===== config.mk =====
export PLATFORM = sky130hd
export DESIGN_NAME = rx_ring_dma
export DESIGN_NICKNAME = d
export VERILOG_FILES = /design/src/rtl/rx_ring_pkg.sv /design/src/rtl/rx_ring_ctrl.sv /design/src/rtl/rx_ring_dp.sv /design/src/rtl/rx_ring_dma.sv
export SDC_FILE = /design/constraint.sdc
export NUM_CORES = 1
export LEC_CHECK = 0
export ABC_CLOCK_PERIOD_IN_PS = 7500
export CAP_MARGIN = 20
export CORE_ASPECT_RATIO = 0.7
export CORE_MARGIN = 2
export CORE_UTILIZATION = 60
export CTS_BUF_LIST = sky130_fd_sc_hd__clkbuf_8
export DETAILED_ROUTE_END_ITERATION = 10
export DONT_BUFFER_PORTS = 1
export PLACE_DENSITY = 0.8
export SYNTH_ARGS = -nofsm -noshare
export SYNTH_HDL_FRONTEND = slang
export SYNTH_SLANG_ARGS = --single-unit
export TNS_END_PERCENT = 20

===== constraint.sdc =====
create_clock -name clk -period 7.5 [get_ports clk]
set_clock_uncertainty 0.15 [all_clocks]
set_input_delay 0 -clock clk [delete_from_list [all_inputs] [get_ports clk]]
set_output_delay 0 -clock clk [all_outputs]
set_load 0.01 [all_outputs]

===== src/rtl/rx_ring_pkg.sv =====
package rx_ring_pkg;
  localparam int EN_BIT   = 11;
  localparam int WRAP_BIT = 12;
  localparam int ALN_BIT  = 13;
  localparam int LONG_BIT = 14;
  localparam int CRC_BIT  = 15;
  localparam int OVR_BIT  = 16;

  typedef enum logic [1:0] {SEL_STAT, SEL_BUFP, SEL_DATA} memSel_e;

  typedef struct packed {
    logic    capStat;
    logic    capBuf;
    logic    takeByte;
    logic    newFrame;
    logic    flushWord;
    logic    finishDesc;
    logic    dropFrame;
    memSel_e sel;
  } dpCtl_t;
endpackage


===== src/rtl/rx_ring_ctrl.sv =====
module rx_ring_ctrl
  import rx_ring_pkg::*;
(
  input  logic   clk,
  input  logic   rstN,
  input  logic   rxEnSet,
  input  logic   frmValid,
  input  logic   frmStart,
  input  logic   memAck,
  input  logic   descOwned,
  input  logic   packFull,
  input  logic   havePartial,
  input  logic   endSeen,
  output logic   rxEnable,
  output logic   frmReady,
  output logic   memReq,
  output logic   memWe,
  output dpCtl_t ctl
);
  typedef enum logic [2:0] {S_IDLE, S_RDSTAT, S_RDBUF, S_WAIT, S_COLLECT, S_WRSTAT} state_e;
  state_e state, nxt;
  logic stopNow;

  always_comb begin
    nxt      = state;
    ctl      = '0;
    ctl.sel  = SEL_STAT;
    frmReady = 1'b0;
    memReq   = 1'b0;
    memWe    = 1'b0;
    stopNow  = 1'b0;
    case (state)
      S_IDLE: begin
        if (rxEnable) nxt = S_RDSTAT;
        else begin
          frmReady = 1'b1;
          ctl.dropFrame = frmValid && frmStart;
        end
      end
      S_RDSTAT: begin
        memReq = 1'b1;
        if (memAck) begin
          if (descOwned) begin
            ctl.capStat = 1'b1;
            nxt = S_RDBUF;
          end else begin
            stopNow = 1'b1;
            nxt = S_IDLE;
          end
        end
      end
      S_RDBUF: begin
        memReq  = 1'b1;
        ctl.sel = SEL_BUFP;
        if (memAck) begin
          ctl.capBuf = 1'b1;
          nxt = S_WAIT;
        end
      end
      S_WAIT: begin
        frmReady = 1'b1;
        if (frmValid && frmStart) begin
          ctl.takeByte = 1'b1;
          ctl.newFrame = 1'b1;
          nxt = S_COLLECT;
        end
      end
      S_COLLECT: begin
        ctl.sel = SEL_DATA;
        if (packFull || (endSeen && havePartial)) begin
          memReq = 1'b1;
          memWe  = 1'b1;
          ctl.flushWord = memAck;
        end else if (endSeen) begin
          nxt = S_WRSTAT;
        end else begin
          frmReady = 1'b1;
          ctl.takeByte = frmValid;
        end
      end
      S_WRSTAT: begin
        memReq = 1'b1;
        memWe  = 1'b1;
        if (memAck) begin
          ctl.finishDesc = 1'b1;
          nxt = S_IDLE;
        end
      end
      default: nxt = S_IDLE;
    endcase
  end

  always_ff @(posedge clk) begin
    if (!rstN) begin
      state    <= S_IDLE;
      rxEnable <= 1'b0;
    end else begin
      state <= nxt;
      if (stopNow) rxEnable <= 1'b0;
      else if (rxEnSet) rxEnable <= 1'b1;
    end
  end
endmodule


===== src/rtl/rx_ring_dp.sv =====
module rx_ring_dp
  import rx_ring_pkg::*;
#(
  parameter int ADDR_W  = 32,
  parameter int MAX_BUF = 1540
) (
  input  logic              clk,
  input  logic              rstN,
  input  logic              cfgPtrWe,
  input  logic [ADDR_W-1:0] cfgPtr,
  input  dpCtl_t            ctl,
  input  logic [7:0]        frmData,
  input  logic              frmEnd,
  input  logic              frmAlignErr,
  input  logic              frmCrcBad,
  input  logic [31:0]       memRdata,
  output logic [ADDR_W-1:0] memAddr,
  output logic [31:0]       memWdata,
  output logic [3:0]        memBe,
  output logic              packFull,
  output logic              havePartial,
  output logic              endSeen
);
  localparam int LEN_W = $clog2(MAX_BUF + 1);

  logic [ADDR_W-1:0] basePtr, curPtr, bufAddr, wordAddr;
  logic [31:0]       packWord, statWord;
  logic [3:0]        packBe, beBase;
  logic [1:0]        lane, laneBase;
  logic [LEN_W-1:0]  byteCnt, cntBase;
  logic              wrapBit, crcF, alnF, longF, ovrF;

  assign cntBase  = ctl.newFrame ? '0 : byteCnt;
  assign laneBase = ctl.newFrame ? 2'd0 : lane;
  assign beBase   = ctl.newFrame ? 4'd0 : packBe;

  always_ff @(posedge clk) begin
    if (!rstN) begin
      basePtr <= '0; curPtr <= '0; bufAddr <= '0; wordAddr <= '0;
      packWord <= '0; packBe <= '0; lane <= '0; byteCnt <= '0;
      wrapBit <= 1'b0; crcF <= 1'b0; alnF <= 1'b0; longF <= 1'b0;
      ovrF <= 1'b0; endSeen <= 1'b0;
    end else begin
      if (cfgPtrWe) begin
        basePtr <= cfgPtr;
        curPtr  <= cfgPtr;
      end
      if (ctl.capStat) wrapBit <= memRdata[WRAP_BIT];
      if (ctl.capBuf)  bufAddr <= memRdata[ADDR_W-1:0];
      if (ctl.takeByte) begin
        if (ctl.newFrame) wordAddr <= bufAddr;
        if (cntBase < LEN_W'(MAX_BUF)) begin
          packWord[{laneBase, 3'b000} +: 8] <= frmData;
          packBe  <= beBase | (4'b0001 << laneBase);
          lane    <= laneBase + 2'd1;
          byteCnt <= cntBase + 1'b1;
          if (ctl.newFrame) longF <= 1'b0;
        end else begin
          longF <= 1'b1;
        end
        endSeen <= frmEnd;
        if (frmEnd) begin
          crcF <= frmCrcBad;
          alnF <= frmAlignErr;
        end else if (ctl.newFrame) begin
          crcF <= 1'b0;
          alnF <= 1'b0;
        end
      end
      if (ctl.flushWord) begin
        packBe   <= '0;
        wordAddr <= wordAddr + ADDR_W'(4);
      end
      if (ctl.finishDesc) begin
        curPtr <= wrapBit ? basePtr : curPtr + ADDR_W'(8);
        ovrF   <= 1'b0;
      end else if (ctl.dropFrame) begin
        ovrF <= 1'b1;
      end
    end
  end

  always_comb begin
    statWord = '0;
    statWord[LEN_W-1:0] = byteCnt;
    statWord[WRAP_BIT]  = wrapBit;
    statWord[ALN_BIT]   = alnF;
    statWord[LONG_BIT]  = longF;
    statWord[CRC_BIT]   = crcF;
    statWord[OVR_BIT]   = ovrF;
  end

  always_comb begin
    case (ctl.sel)
      SEL_BUFP: begin memAddr = curPtr + ADDR_W'(4); memWdata = statWord; memBe = 4'hF; end
      SEL_DATA: begin memAddr = wordAddr;            memWdata = packWord; memBe = packBe; end
      default:  begin memAddr = curPtr;              memWdata = statWord; memBe = 4'hF; end
    endcase
  end

  assign packFull    = (packBe == 4'hF);
  assign havePartial = |packBe;
endmodule


===== src/rtl/rx_ring_dma.sv =====
module rx_ring_dma
  import rx_ring_pkg::*;
#(
  parameter int ADDR_W  = 32,
  parameter int MAX_BUF = 1540
) (
  input  logic              clk,
  input  logic              rstN,
  input  logic              cfgPtrWe,
  input  logic [ADDR_W-1:0] cfgPtr,
  input  logic              rxEnSet,
  output logic              rxEnable,
  input  logic              frmValid,
  output logic              frmReady,
  input  logic [7:0]        frmData,
  input  logic              frmStart,
  input  logic              frmEnd,
  input  logic              frmAlignErr,
  input  logic              frmCrcBad,
  output logic              memReq,
  output logic              memWe,
  output logic [ADDR_W-1:0] memAddr,
  output logic [31:0]       memWdata,
  output logic [3:0]        memBe,
  input  logic [31:0]       memRdata,
  input  logic              memAck
);
  dpCtl_t ctl;
  logic   packFull, havePartial, endSeen;

  rx_ring_ctrl u_ctrl (
    .clk(clk), .rstN(rstN), .rxEnSet(rxEnSet), .frmValid(frmValid),
    .frmStart(frmStart), .memAck(memAck), .descOwned(memRdata[EN_BIT]),
    .packFull(packFull), .havePartial(havePartial), .endSeen(endSeen),
    .rxEnable(rxEnable), .frmReady(frmReady), .memReq(memReq),
    .memWe(memWe), .ctl(ctl)
  );

  rx_ring_dp #(.ADDR_W(ADDR_W), .MAX_BUF(MAX_BUF)) u_dp (
    .clk(clk), .rstN(rstN), .cfgPtrWe(cfgPtrWe), .cfgPtr(cfgPtr), .ctl(ctl),
    .frmData(frmData), .frmEnd(frmEnd), .frmAlignErr(frmAlignErr),
    .frmCrcBad(frmCrcBad), .memRdata(memRdata), .memAddr(memAddr),
    .memWdata(memWdata), .memBe(memBe), .packFull(packFull),
    .havePartial(havePartial), .endSeen(endSeen)
  );
endmodule


* Word-level counts from Yosys, hierarchy flattened *
Cells that the tools add are included.

word-level totals
  bits of input ports = 82
  word-level logic and storage cells = 114
  register bits = 187
  bits in writable memories = 0
  latch bits = 0
  memories = 0
  output and inout bits = 72
  memory bits (read-only) = 0

operators by class
  bitwise gates (word level) = 2
  shift-type cells = 3
  eq/ne operators = 16
  multiplexer cells = 52
  div/mod/pow operators = 0
  multipliers = 0
  $lt $le $gt $ge = 1
  reduce and logical (&&, ||, !) cells = 18
  add/sub/neg operators = 6

operator list
  cell                      number
  $mux W32                  7
  $add A32 B3 Y32 const B   2
  $pmux W32 S2              1
  $add A32 B4 Y32 const B   1
  $bwmux W32                1
  $shift A8 B7 Y32 const A  1
  $shiftx A8 B7 Y32         1
  $mux W1                   24
  $mux W3                   7
  $pmux W3 S6               1
  $add A11 B1 Y11 const B   1
  $lt A11 B11 Y1 const B    1
  $mux W11                  1
  $mux W4                   2
  $ne A2 B1 Y1 const B      4
  $ne A2 B2 Y1 const B      4
  $reduce_and A2 Y1         4
  $reduce_bool A2 Y1        4
  $neg A5 Y7                1
  $reduce_and A7 Y1         1
  $eq A3 B2 Y1 const B      2
  $eq A3 B3 Y1 const B      2
  $mux W2                   3
  $pmux W1 S2               3
  other kinds (16)          19

* Longest topological paths before layout *
Gate-level depths: netlist (run 1).

  depth in word-level cells = 7
  mapped depth = 13
  mapped depth without buffers = 9

* Cells and area by module *
Synthesis (run 1) repeated with hierarchy kept, for this count alone.

second synthesis, totals
  cell total of the unflattened synthesis = 1324
  area, all modules = 10403.7 um^2

by module, submodules not included
  module        seq. area each (um^2)  area an instance (um^2)  cells an instance  instances
  rx_ring_dp    3663.5                 9997.1                   1270               1
  rx_ring_ctrl  80.1                   406.6                    54                 1

* Worst setup path before layout (run 1) *
OpenSTA, ideal clock, no wires.

  kind = register -> register
  start = register u_ctrl.state[2]
  end = register u_dp.packWord[24]
  period minus slack after synthesis = 2835 ps
  required time = 7276 ps
  setup time = 74 ps
  arrival = 2610 ps
  path buffers = 4
  setup slack = 4665 ps
  stages on the path, launching flop included = 12
  path through = dfxtp_1 -> buf_2 -> nand2b_4 -> or2_1 -> buf_6 -> clkbuf_1 -> clkbuf_1 -> nand2_1 -> ha_1 -> nor4_2 -> nand4_1 -> o21ai_0

on the way
  word-level cells in the longest chain between the ends = 6
  elaborated cells on any way between the ends = 12
  those cells by class = add/sub (1); order compare (1); eq/ne (2); shift (2); mux (5); reduce/logical (1)

RTL lines
  what                                                          RTL line            source
  start, declared                                               rx_ring_ctrl.sv:21  state_e state, nxt;
  start signal, assigned                                        rx_ring_ctrl.sv:98  state <= nxt;
  $eq A3 B2 Y1                                                  rx_ring_ctrl.sv:32  case (state)
  $mux W1                                                       rx_ring_ctrl.sv:32
  $mux W2                                                       rx_ring_dp.sv:34    assign laneBase = ctl.newFrame ? 2'd0 : lane;
  $neg A5 Y7                                                    rx_ring_dp.sv:53    packWord[{laneBase, 3'b000} +: 8] <= frmData;
  $shiftx A8 B7 Y32 / $shift A8 B7 Y32 (equally long branches)  rx_ring_dp.sv:53
  $bwmux W32                                                    rx_ring_dp.sv:53
  end signal, assigned by index                                 rx_ring_dp.sv:53
  end, declared                                                 rx_ring_dp.sv:27    logic [31:0] packWord, statWord;

Parallel ways exist; a longest one is shown, timed or not.
A chain may end at the register's enable or synchronous reset.

* Worst setup path in the final report (run 1) *
  start = register u_ctrl.state[1]
  end = output memAddr[7]

on the way
  word-level cells in the longest chain between the ends = 4
  elaborated cells on any way between the ends = 6
  those cells by class = eq/ne (4); mux (2)

RTL lines
  what                                                 RTL line            source
  $eq A3 B3 Y1 / $eq A3 B2 Y1 (equally long branches)  rx_ring_ctrl.sv:32
  $pmux W2 S2 *                                        rx_ring_ctrl.sv:32
  $eq A2 B2 Y1 / $eq A2 B1 Y1 (equally long branches)  rx_ring_dp.sv:94    case (ctl.sel)
  $pmux W32 S2 *                                       rx_ring_dp.sv:94
  end, declared                                        rx_ring_dma.sv:22   output logic [ADDR_W-1:0] memAddr,

Mark *: on every way between the ends. The rest lies on a longest branch, timed or not.

==> metrics.txt, run 1 <==
Pwr Density=173.7 mW/mm^2; final setup margin=3889 ps; period utilization=0.4815; multiplexer share of the synthesized area=0.05521; Post-Synth XOR/XNOR Area=0.02730; Hold Fails Final Rpt=0; Final min period=3611 ps; crit-path cells=nor3b_2, nand2_1, o311ai_0; CTS tree=yes; clk root buf=clkbuf_8; Die H=113.4 um; Crit path required time=7350 ps; delay-heaviest family, CP=simple AND/OR/NAND/NOR gates; Area Overhead vs Synth=14.64%; yosys warns=0; Compound-Gate Fraction of Synth Area=0.1995; cell taking the most area after synthesis=dfxtp_1; Yosys reg bits=187; grt total ovfl=0; Setup Buffers After CTS=0; drt pass-1 iters=5; cts hold-fix bufs=109; CTS Buffer Depth=2; Buf/Inv on CP=0; critical path's slowest cell=o311ai_0; number of H-tree levels=4; Worst-Margin Slew=1129 ps; CP arrival=3460 ps; Hold Path Stages=3; largest family of logic cells by synthesized area=simple AND/OR/NAND/NOR gates; CP max stage delay=980 ps; Placer Congestion=1.005; FILL cells=1311; most frequent cell after synthesis=nand2_1; Syn Inst Count=1323; CTS resizes=0; HP Class=in -> reg; Post-synth EDFFs=0; antenna-violating nets left=0; clk sink count=187; GRT Total Usage=0.3459; residual DRC count=0; Synth Area in Adders=0.01463; max_cap viols=0; Main synth FF type=dfxtp_1; net count after synthesis=1417; final std cells w/o fill=1594; CTS buffer count=17; number of global-route vias before repair=9561; Synth Area in Simple Gates=0.2863; worst r2r path cells=8; critical path capture point type=output port; initial antenna violation count=1; 1st-iter DRT viols=1373; share of layout cells above drive strength 1=0.05852; WS Path Type=reg -> out; Via density=6.407; endpoints failing setup=0; worst-skew pair later-pin latency=480 ps; WL/cell=19.84 um; most frequent cells after synthesis=nand2_1, dfxtp_1, a21oi_1; Placement Setup Slack=4426 ps; Die X=160.3 um; nets=1448; Area contributors post-synth=dfxtp_1, nand2_1, mux2i_1; post-synthesis sequential area ratio=0.3647; post-synth top area share=0.3647; Syn Std Cell Area=0.01027 mm^2; Leak Pwr=4.148 nW; crit path max fanout=15; Fin Setup TNS=0 ps; outcome=completed; Pins Over Slew Limit=0; library cells used by synthesis=81; relative slew slack=0.2380; Rows=39; CP Launch Type=flop; Cells after DPL=1449; RSZ-0062 raised after global routing=false; routed vias=10.21k; I/O pin total=154; Worst-path clk slew=100 ps; first-pass GRT wire length=50.62 mm; Worst VDD drop=0.0001262 V; WL final=31.62 mm; IO buf count=0; instance count on the critical path=3; average footprint of a synthesized cell=7.760 um^2; die area=0.01819 mm^2; CORE AREA=0.01654 mm^2; Initial Util=0.6206; top achievable clock speed=0.2769 GHz; pin count of the biggest net entering global routing=75; Synth async-reset ratio=0; post-DP HPWL=20.94 mm
[path summary, 6_finish.rpt]
check	startpoint	end	slack, ps
worst max-delay path	u_ctrl.state[1]	memAddr[7]	3890
worst min-delay path	memRdata[29]	u_dp.bufAddr[29]	50
worst max register to register	u_ctrl.state[0]	u_dp.packWord[30]	4240
worst min register to register	u_dp.bufAddr[12]	u_dp.bufAddr[12]	310
[kinds of logic after synthesis]
kind of cell	count (synthesis)
AND/OR/NAND/NOR	593
AO/OA/AOI/OAI	314
flip-flops	187
buffers and inverters	129
multiplexers	56
XOR/XNOR	32
adder cells (fa/ha/maj)	12
[state kept, by name (all words and copies together) (netlist names)]
register         cells
u_dp.curPtr         32
u_dp.wordAddr       32
u_dp.packWord       32
u_dp.packBe          4
u_dp.ovrF            1
u_dp.alnF            1
u_dp.basePtr        32
u_dp.longF           1
u_dp.wrapBit         1
u_dp.lane            2
u_ctrl.rxEnable      1
u_dp.byteCnt        11
u_dp.crcF            1
u_ctrl.state         3
u_dp.bufAddr        32
u_dp.endSeen         1
[layer usage]
layer / vias up / GRT usage / wire (um)
li1: 4808 / - / -
met1: 4803 / 0.4558 / 13000
met2: 521 / 0.5423 / 14090
met3: 81 / 0.08873 / 3400
met4: 0 / 0.1508 / 1124
met5: - / 0 / 0
[worst register-to-register path: cells and delay by family (launching register included)]
family                     cells  cell delay [ps]
and+or+nand+nor                5             1740
AOI/OAI and AO/OA              1              130
DFF                            1              630
adders and majority gates      1              320
buffers and inverters          1              210
[cell usage in the layout (no fill, tap or decap), types with 7 or more instances in the layout]
cell type	instances
a211oi_1	12
a21oi_1	89
a22oi_1	7
a31oi_1	18
and2_1	29
and3_1	8
buf_4	8
clkbuf_8	20
dfxtp_1	187
dlygate4sd3_1	108
ha_1	12
inv_1	21
mux2i_1	51
nand2_1	273
nand2b_1	16
nand3_1	39
nand4_1	59
nor2_1	77
nor3_1	24
nor4_1	10
o211ai_1	21
o21a_1	9
o21ai_0	77
o221ai_1	13
o311ai_0	20
or3_1	9
xnor2_1	20
xor2_1	12
[final cells by class]
class,count,area [um^2],area share
Timing Repair Buffer,119,1224,0.1040
Inverter,22,83.83,0.007123
Clock inverter,12,158.9,0.01350
Multi-Input combinational cell,1007,5997,0.5096
Tap cell,225,281.5,0.02392
Sequential cell,187,3744,0.3181
Antenna cell,2,5.005,0.0004253
Clock buffer,20,275.3,0.02339
[power breakdown]
part	internal (mW)	leakage, nW	switching [mW]
combinational	0.106	2.42	0.131
sequential	1.02	1.52	0.0447
clock	0.359	0.210	0.382
total	1.49	4.15	0.558
[through the flow]
stage          hold slack [ps]  cell area [um^2]  power, mW    util
2_1_floorplan           -41.97             10270      1.219       -
3_3_place_gp            -28.36             10170      1.241  0.6146
3_5_place_dp            -20.81             10170      1.246  0.6146
4_1_cts                  22.98             11730      2.040  0.7089
5_1_grt                  51.27             11760      2.110  0.7111
6_report                 49.57             11770      2.044  0.7114
Power figures use the tool's default switching activity.
==> run 2: changes to the inputs <==
--- a/config.mk
+++ b/config.mk
@@ -5,7 +5,8 @@
 export SDC_FILE = /design/constraint.sdc
 export NUM_CORES = 1
 export LEC_CHECK = 0
-export ABC_CLOCK_PERIOD_IN_PS = 7500
+export ABC_AREA = 1
+export ABC_CLOCK_PERIOD_IN_PS = 3750
 export CAP_MARGIN = 20
 export CORE_ASPECT_RATIO = 0.7
 export CORE_MARGIN = 2
==> constraint.sdc (replaced) <==
create_clock -name clk -period 3.75 [get_ports clk]
set_clock_uncertainty 0.15 [all_clocks]
set_input_delay 0 -clock clk [delete_from_list [all_inputs] [get_ports clk]]
set_output_delay 0 -clock clk [all_outputs]
set_load 0.01 [all_outputs]
==> run 2 against run 1 <==
Against the previous run: wire length is 23% higher; setup slack worse by 3300 ps; cell count is 29% higher; largest cell class unchanged; non-clock buffer count is 7 lower; register-to-register slack worse by 3400 ps; sequential cell count stayed put; area after synthesis is 5.7% higher; critical endpoint is now u_dp.wordAddr[13]; largest power group unchanged; highest routed layer unchanged.
==> metrics.txt, run 2 <==
commonest non-fill, non-tap cell in the layout=nand2_1; CP Launch Type=primary input; crit-path cells=dlygate4sd3_1, nand2_1, dlygate4sd3_1, inv_1, nand2_4, buf_4, nand2_1, inv_1, nand2_1, nand3_1, nand2_1, dlygate4sd3_1, inv_1; Worst-path clk slew=110 ps (about the same); CP arrival=3420 ps (-40 ps); Syn Std Cell Area=0.01086 mm^2 (+5.7%); Hold Fails Final Rpt=0 (unchanged); CORE AREA=0.01785 mm^2 (+7.9%); max_cap viols=0 (unchanged); critical path capture point type=flop; drt pass-1 iters=6 (+1); Hold Slack=34.84 ps (-14.74 ps); Synth async-reset ratio=0 (unchanged); Setup Buffers After CTS=0 (unchanged); Via density=5.924 (-7.5%); CTS tree=yes; net count after synthesis=1857 (+31%); top layer in use=met4; Leak Pwr=4.854 nW (+17%); final std cells w/o fill=2058 (+29%); WL final=38.82 mm (+23%); top achievable clock speed=0.3202 GHz; CTS buffer count=17 (unchanged); average footprint of a synthesized cell=6.157 um^2 (-21%); CTS Buffer Depth=2 (unchanged); antenna-violating nets left=0 (unchanged); first-pass GRT wire length=58.52 mm (+16%); outcome=completed; endpoints failing setup=0 (unchanged); RSZ-0062 raised after global routing=false; most frequent cell after synthesis=nand2_1; initial antenna violation count=0 (-1); cell taking the most area after synthesis=dfxtp_1; number of global-route vias before repair=10.56k (+10%); met2 wire len=16.45 mm (+17%); Placer Congestion=1.045 (+4.0%); pin count of the biggest net entering global routing=92 (+23%); Placement Setup Slack=902.3 ps (-3524 ps); Worst path most repeated cell=nand2_1; clk root buf=clkbuf_8; final setup margin=627.0 ps (-3262 ps); Worst VDD drop=0.0003072 V (+140%); 1st-iter DRT viols=1529 (+11%); Die X=164.8 um (+2.8%); crit path max fanout=22 (+7); Rows=41 (+5.1%); Crit path required time=4050 ps (-3300 ps); Final min period=3123 ps; Syn Inst Count=1763 (+33%); Main synth FF type=dfxtp_1; post-DP HPWL=27.48 mm (+31%); number of H-tree levels=4 (unchanged); grt total ovfl=0 (unchanged); post-synth top area share=0.3449 (-0.01980); HP Class=in -> reg; most frequent cells after synthesis=nand2_1, nor2_1, dfxtp_1; Pwr Density=440.0 mW/mm^2 (+150%); ant diodes=0 (-2); Die H=116.5 um (+2.7%); Final Power=5.411 mW (+160%); Pins Over Slew Limit=0 (unchanged); Fin Setup TNS=0 ps (unchanged); commonest cells after routing, fill and taps aside=nand2_1, nor2_1, dfxtp_1; post-layout util=0.6889 (-0.02256); worst hold start=memRdata[13]; met3 WL=4.567 mm (+34%); delay-heaviest family, CP=buffers and inverters; period utilization=0.8328; Initial Util=0.6081 (-0.01253); Yosys reg bits=187 (unchanged); Area Overhead vs Synth=13.29%; post-synthesis sequential area ratio=0.3449 (-0.01980); Area contributors post-synth=dfxtp_1, nand2_1, nor2_1; Buf/Inv on CP=7 (+7); worst r2r src=u_ctrl.state[2]; die area=0.01920 mm^2 (+5.6%); residual DRC count=0 (unchanged); routed vias=12.19k (+19%); critical path's slowest cell=dlygate4sd3_1; clk sink count=187 (unchanged); Worst Setup SP=frmStart; Placed Instance Area=0.01092 mm^2 (+7.4%); WS Path Type=in -> reg; relative slew slack=0.3408 (+0.1028); share of layout cells above drive strength 1=0.04501 (-0.01352); IO buf count=0 (unchanged); library cells used by synthesis=41 (-49%); Post-synth EDFFs=0 (unchanged); met1 WL=17.10 mm (+32%); CP max stage delay=580 ps (-400 ps); Worst-Margin Slew=988.8 ps (-139.8 ps); worst-skew pair later-pin latency=500 ps (+20 ps); yosys warns=0 (unchanged); I/O pin total=154 (unchanged); Cells after DPL=1933 (+33%); Finished Cell Area=0.01230 mm^2 (+4.5%); nets=1903 (+31%); GRT Total Usage=0.3969 (+0.05099); WL/cell=18.86 um (-4.9%); CTS resizes=0 (unchanged)
==> run 2: changes by cell type after synthesis, moves of 29 or more <==
cell     before  now
a21oi_1      89  139
mux2i_1      51    0
nand3_1      39  132
and2_1       29    0
nand2_1     273  490
nor2_1       78  260
o21ai_0      77  126
nand4_1      59   15
inv_1        20  162
==> run 2: worst min-delay path, stage by stage <==
cell           delay (ps)
dlygate4sd3_1         520
nor2_1                 40
nor2_1                 80
==> run 2: layer usage <==
metal,GRT usage,vias up
li1,-,5825
met1,0.5646,5657
met2,0.5975,651
met3,0.1193,59
met4,0.08000,0
met5,0,-
==> run 2: path summary, 6_finish.rpt <==
kind / end / cells after the start / slack, ps
worst max-delay path: u_dp.wordAddr[13] / 13 / 630
worst min-delay path: u_dp.bufAddr[13] / 3 / 30
worst max register to register: u_dp.wordAddr[13] / 10 / 830
worst min register to register: u_dp.packWord[10] / 2 / 310
==> run 2: repair_timing <==
action | 4_1_cts | 5_1_grt
endpoints found under the setup margin | 0 | 0
endpoints found under the hold margin | 186 | 0
hold buffers | 93 | 0
==> run 2: cell type report <==
cell class / instances / area (um^2)
multi-input cells: 1319 / 6088
fillers: 1566 / 5554
flip-flops and latches: 187 / 3744
repair buffers: 112 / 1101
inverters: 172 / 645.6
well taps: 236 / 295.3
clock buffers: 18 / 247.7
clock inverters: 14 / 176.4
==> run 2: power breakdown <==
group	switching, mW	internal (mW)	leakage [nW]	total, mW
clock network	0.875	0.588	0.217	1.46
registers	0.153	2.15	1.52	2.31
logic	1.19	0.451	3.11	1.64
==> run 2: cells by family after synthesis <==
| family | synth area share |
|---|---|
| AND/OR/NAND/NOR | 0.3628 |
| XOR/XNOR | 0.01210 |
| flip-flops | 0.3449 |
| adder cells (fa/ha/maj) | 0.01383 |
| buffers and inverters | 0.09474 |
| AO/OA/AOI/OAI | 0.1716 |
==> run 3: changes to the inputs <==
--- a/config.mk
+++ b/config.mk
@@ -6,7 +6,7 @@
 export NUM_CORES = 1
 export LEC_CHECK = 0
 export ABC_AREA = 1
-export ABC_CLOCK_PERIOD_IN_PS = 3750
+export ABC_CLOCK_PERIOD_IN_PS = 3090
 export CAP_MARGIN = 20
 export CORE_ASPECT_RATIO = 0.7
 export CORE_MARGIN = 2
==> constraint.sdc (replaced) <==
create_clock -name clk -period 3.09 [get_ports clk]
set_clock_uncertainty 0.15 [all_clocks]
set_input_delay 0 -clock clk [delete_from_list [all_inputs] [get_ports clk]]
set_output_delay 0 -clock clk [all_outputs]
set_load 0.01 [all_outputs]
==> run 3 against run 2 <==
Against the previous run: sequential power is 21% higher; sequential share of layout area hardly changed; global-route usage is 0.21 points lower; critical path type is now reg -> out.
==> metrics.txt, run 3 (synthesized netlist as in run 2, its figures left out) <==
CTS buffer count=17 (unchanged); residual DRC count=0 (unchanged); period utilization=0.9603; final std cells w/o fill=2059 (+0.049%); multi-input logic area=0.006091 mm^2 (about the same); antenna-violating nets left=0 (unchanged); sequential power share=0.426 (about the same); clk sink count=187 (unchanged); CORE AREA=0.01785 mm^2 (unchanged); reg2reg setup slack=170 ps (-660 ps); number of global-route vias before repair=10.65k (+0.82%); pin count of the biggest net entering global routing=92 (unchanged); nets=1904 (+0.053%); Pint=3.854 mW (+21%); 1st-iter DRT viols=1887 (+23%); CP arrival=2820 ps (-600 ps); commonest cells after routing, fill and taps aside=nand2_1, nor2_1, dfxtp_1; delay-heaviest family, CP=simple AND/OR/NAND/NOR gates; switching pwr=2.705 mW (+22%); I/O pin total=154 (unchanged); Switching Fraction=0.4124 (+0.002376); Cells after DPL=1940 (+0.36%); critical path's slowest cell=dfxtp_1; Via density=5.933 (+0.15%); Hold Slack=49.93 ps (+15.09 ps); Pins Over Slew Limit=0 (unchanged); Worst-Margin Slew=730.9 ps (-257.9 ps); post-DP HPWL=27.64 mm (+0.59%); FILL cells=1610 (+2.8%); drt pass-1 iters=8 (+2); Hold Fails Final Rpt=0 (unchanged); WL final=38.72 mm (-0.26%); relative slew slack=0.5127 (+0.1719); Placer Congestion=1.065 (+2.0%); Rows=41 (unchanged); number of H-tree levels=4 (unchanged); Pwr Density=533.3 mW/mm^2 (+21%); IO buf count=0 (unchanged); worst-skew pair later-pin latency=480 ps (-20 ps); Die H=116.5 um (unchanged); routed vias=12.22k (+0.20%); Setup Buffers After CTS=0 (unchanged); Worst-path clk slew=110 ps (about the same); share of layout cells above drive strength 1=0.04937 (+0.004364); register area=0.003744 mm^2 (unchanged); Initial Util=0.6081 (unchanged); ant diodes=0 (unchanged); top achievable clock speed=0.3370 GHz; Worst VDD drop=0.0004254 V (+38%); clk root buf=clkbuf_8; grt total ovfl=0 (unchanged); commonest non-fill, non-tap cell in the layout=nand2_1; endpoints failing setup=0 (unchanged); Leak Pwr=4.860 nW (+0.12%); Die X=164.8 um (unchanged); Finished Cell Area=0.01230 mm^2 (about the same); critical path capture point type=output port; Fin Setup TNS=0 ps (unchanged); Final min period=2967 ps; Worst path most repeated cell=nand3_1; Crit path required time=2940 ps (-1110 ps); Buf/Inv on CP=1 (-6); max_cap viols=0 (unchanged); WS Path Type=reg -> out; RSZ-0062 raised after global routing=false; CTS tree=yes; Logic pwr share=0.311 (+0.008); CTS Buffer Depth=2 (unchanged); CP Launch Type=flop; crit-path cells=ha_1, nand3_1, inv_1, nand2_1, nor2_1, nand3_1, nand3_1, o221ai_1; crit path max fanout=6 (-73%); HP Class=in -> reg; Placed Instance Area=0.01098 mm^2 (+0.60%); GRT Total Usage=0.3948 (-0.002066); outcome=completed; initial antenna violation count=0 (unchanged); first-pass GRT wire length=58.39 mm (-0.22%); CP max stage delay=530 ps (-50 ps); Area Overhead vs Synth=13.30% (about the same); clock share of power=0.262 (-0.008); WL/cell=18.80 um (-0.30%); die area=0.01920 mm^2 (unchanged)
run 3: final timing paths:
kind / startpoint / to / cells after the start
worst min-delay path: memRdata[8] / u_dp.bufAddr[8] / 3
worst max register to register: u_ctrl.state[0] / u_dp.wordAddr[7] / 11
worst min register to register: u_dp.packWord[14] / u_dp.packWord[14] / 2
worst max-delay path: u_dp.curPtr[3] / memAddr[30] / 8
run 3: final cells by class:
type	instances	share of cell area
Inverter	172	0.05249
Clock inverter	15	0.01495
Multi-Input combinational cell	1319	0.4952
Tap cell	236	0.02401
Sequential cell	187	0.3044
Clock buffer	17	0.01902
Timing Repair Buffer	113	0.08993
run 3: power by group through the flow:
stage               sequential [mW]  combinational (mW)  clock (mW)
floorplan                      2.78                1.39           0
global placement               2.83                1.81           0
detailed placement             2.83                1.83           0
CTS                            2.78                1.96        1.73
global route                   2.81                2.21        1.81
finish                         2.80                2.04        1.72
run 3: through the flow:
stage,power [mW],setup WS (ps),utilization
after floorplan,4.168,426.6,-
after global placement,4.639,417.4,0.6151
after detailed placement,4.667,371.9,0.6151
after CTS,6.473,133.4,0.6888
after global routing,6.835,5.056,0.6890
final,6.559,122.7,0.6890
run 3: worst register-to-register path: cells and delay by family, from the launching register on:
family	cells	cell delay (ps)
flip-flops	1	360
AND/OR/NAND/NOR	7	1220
buffers and inverters	4	1110
run 3: what timing repair did:
item                       4_1_cts  5_1_grt
setup endpoints to repair        0        1
hold endpoints to repair       187        0
hold buffers                    87        0
gates resized for setup          0        1
run 3: per-layer routing:
| metal | part of all wire | wire (um) | vias up | track usage |
|---|---|---|---|---|
| met2 | 0.42 | 16070 | 752 | 0.5794 |
| met5 | 0.0022 | 86 | - | 0.03283 |
| met1 | 0.44 | 16890 | 5550 | 0.5763 |
| li1 | - | - | 5829 | - |
| met4 | 0.020 | 782 | 2 | 0.09217 |
| met3 | 0.13 | 4888 | 83 | 0.1023 |
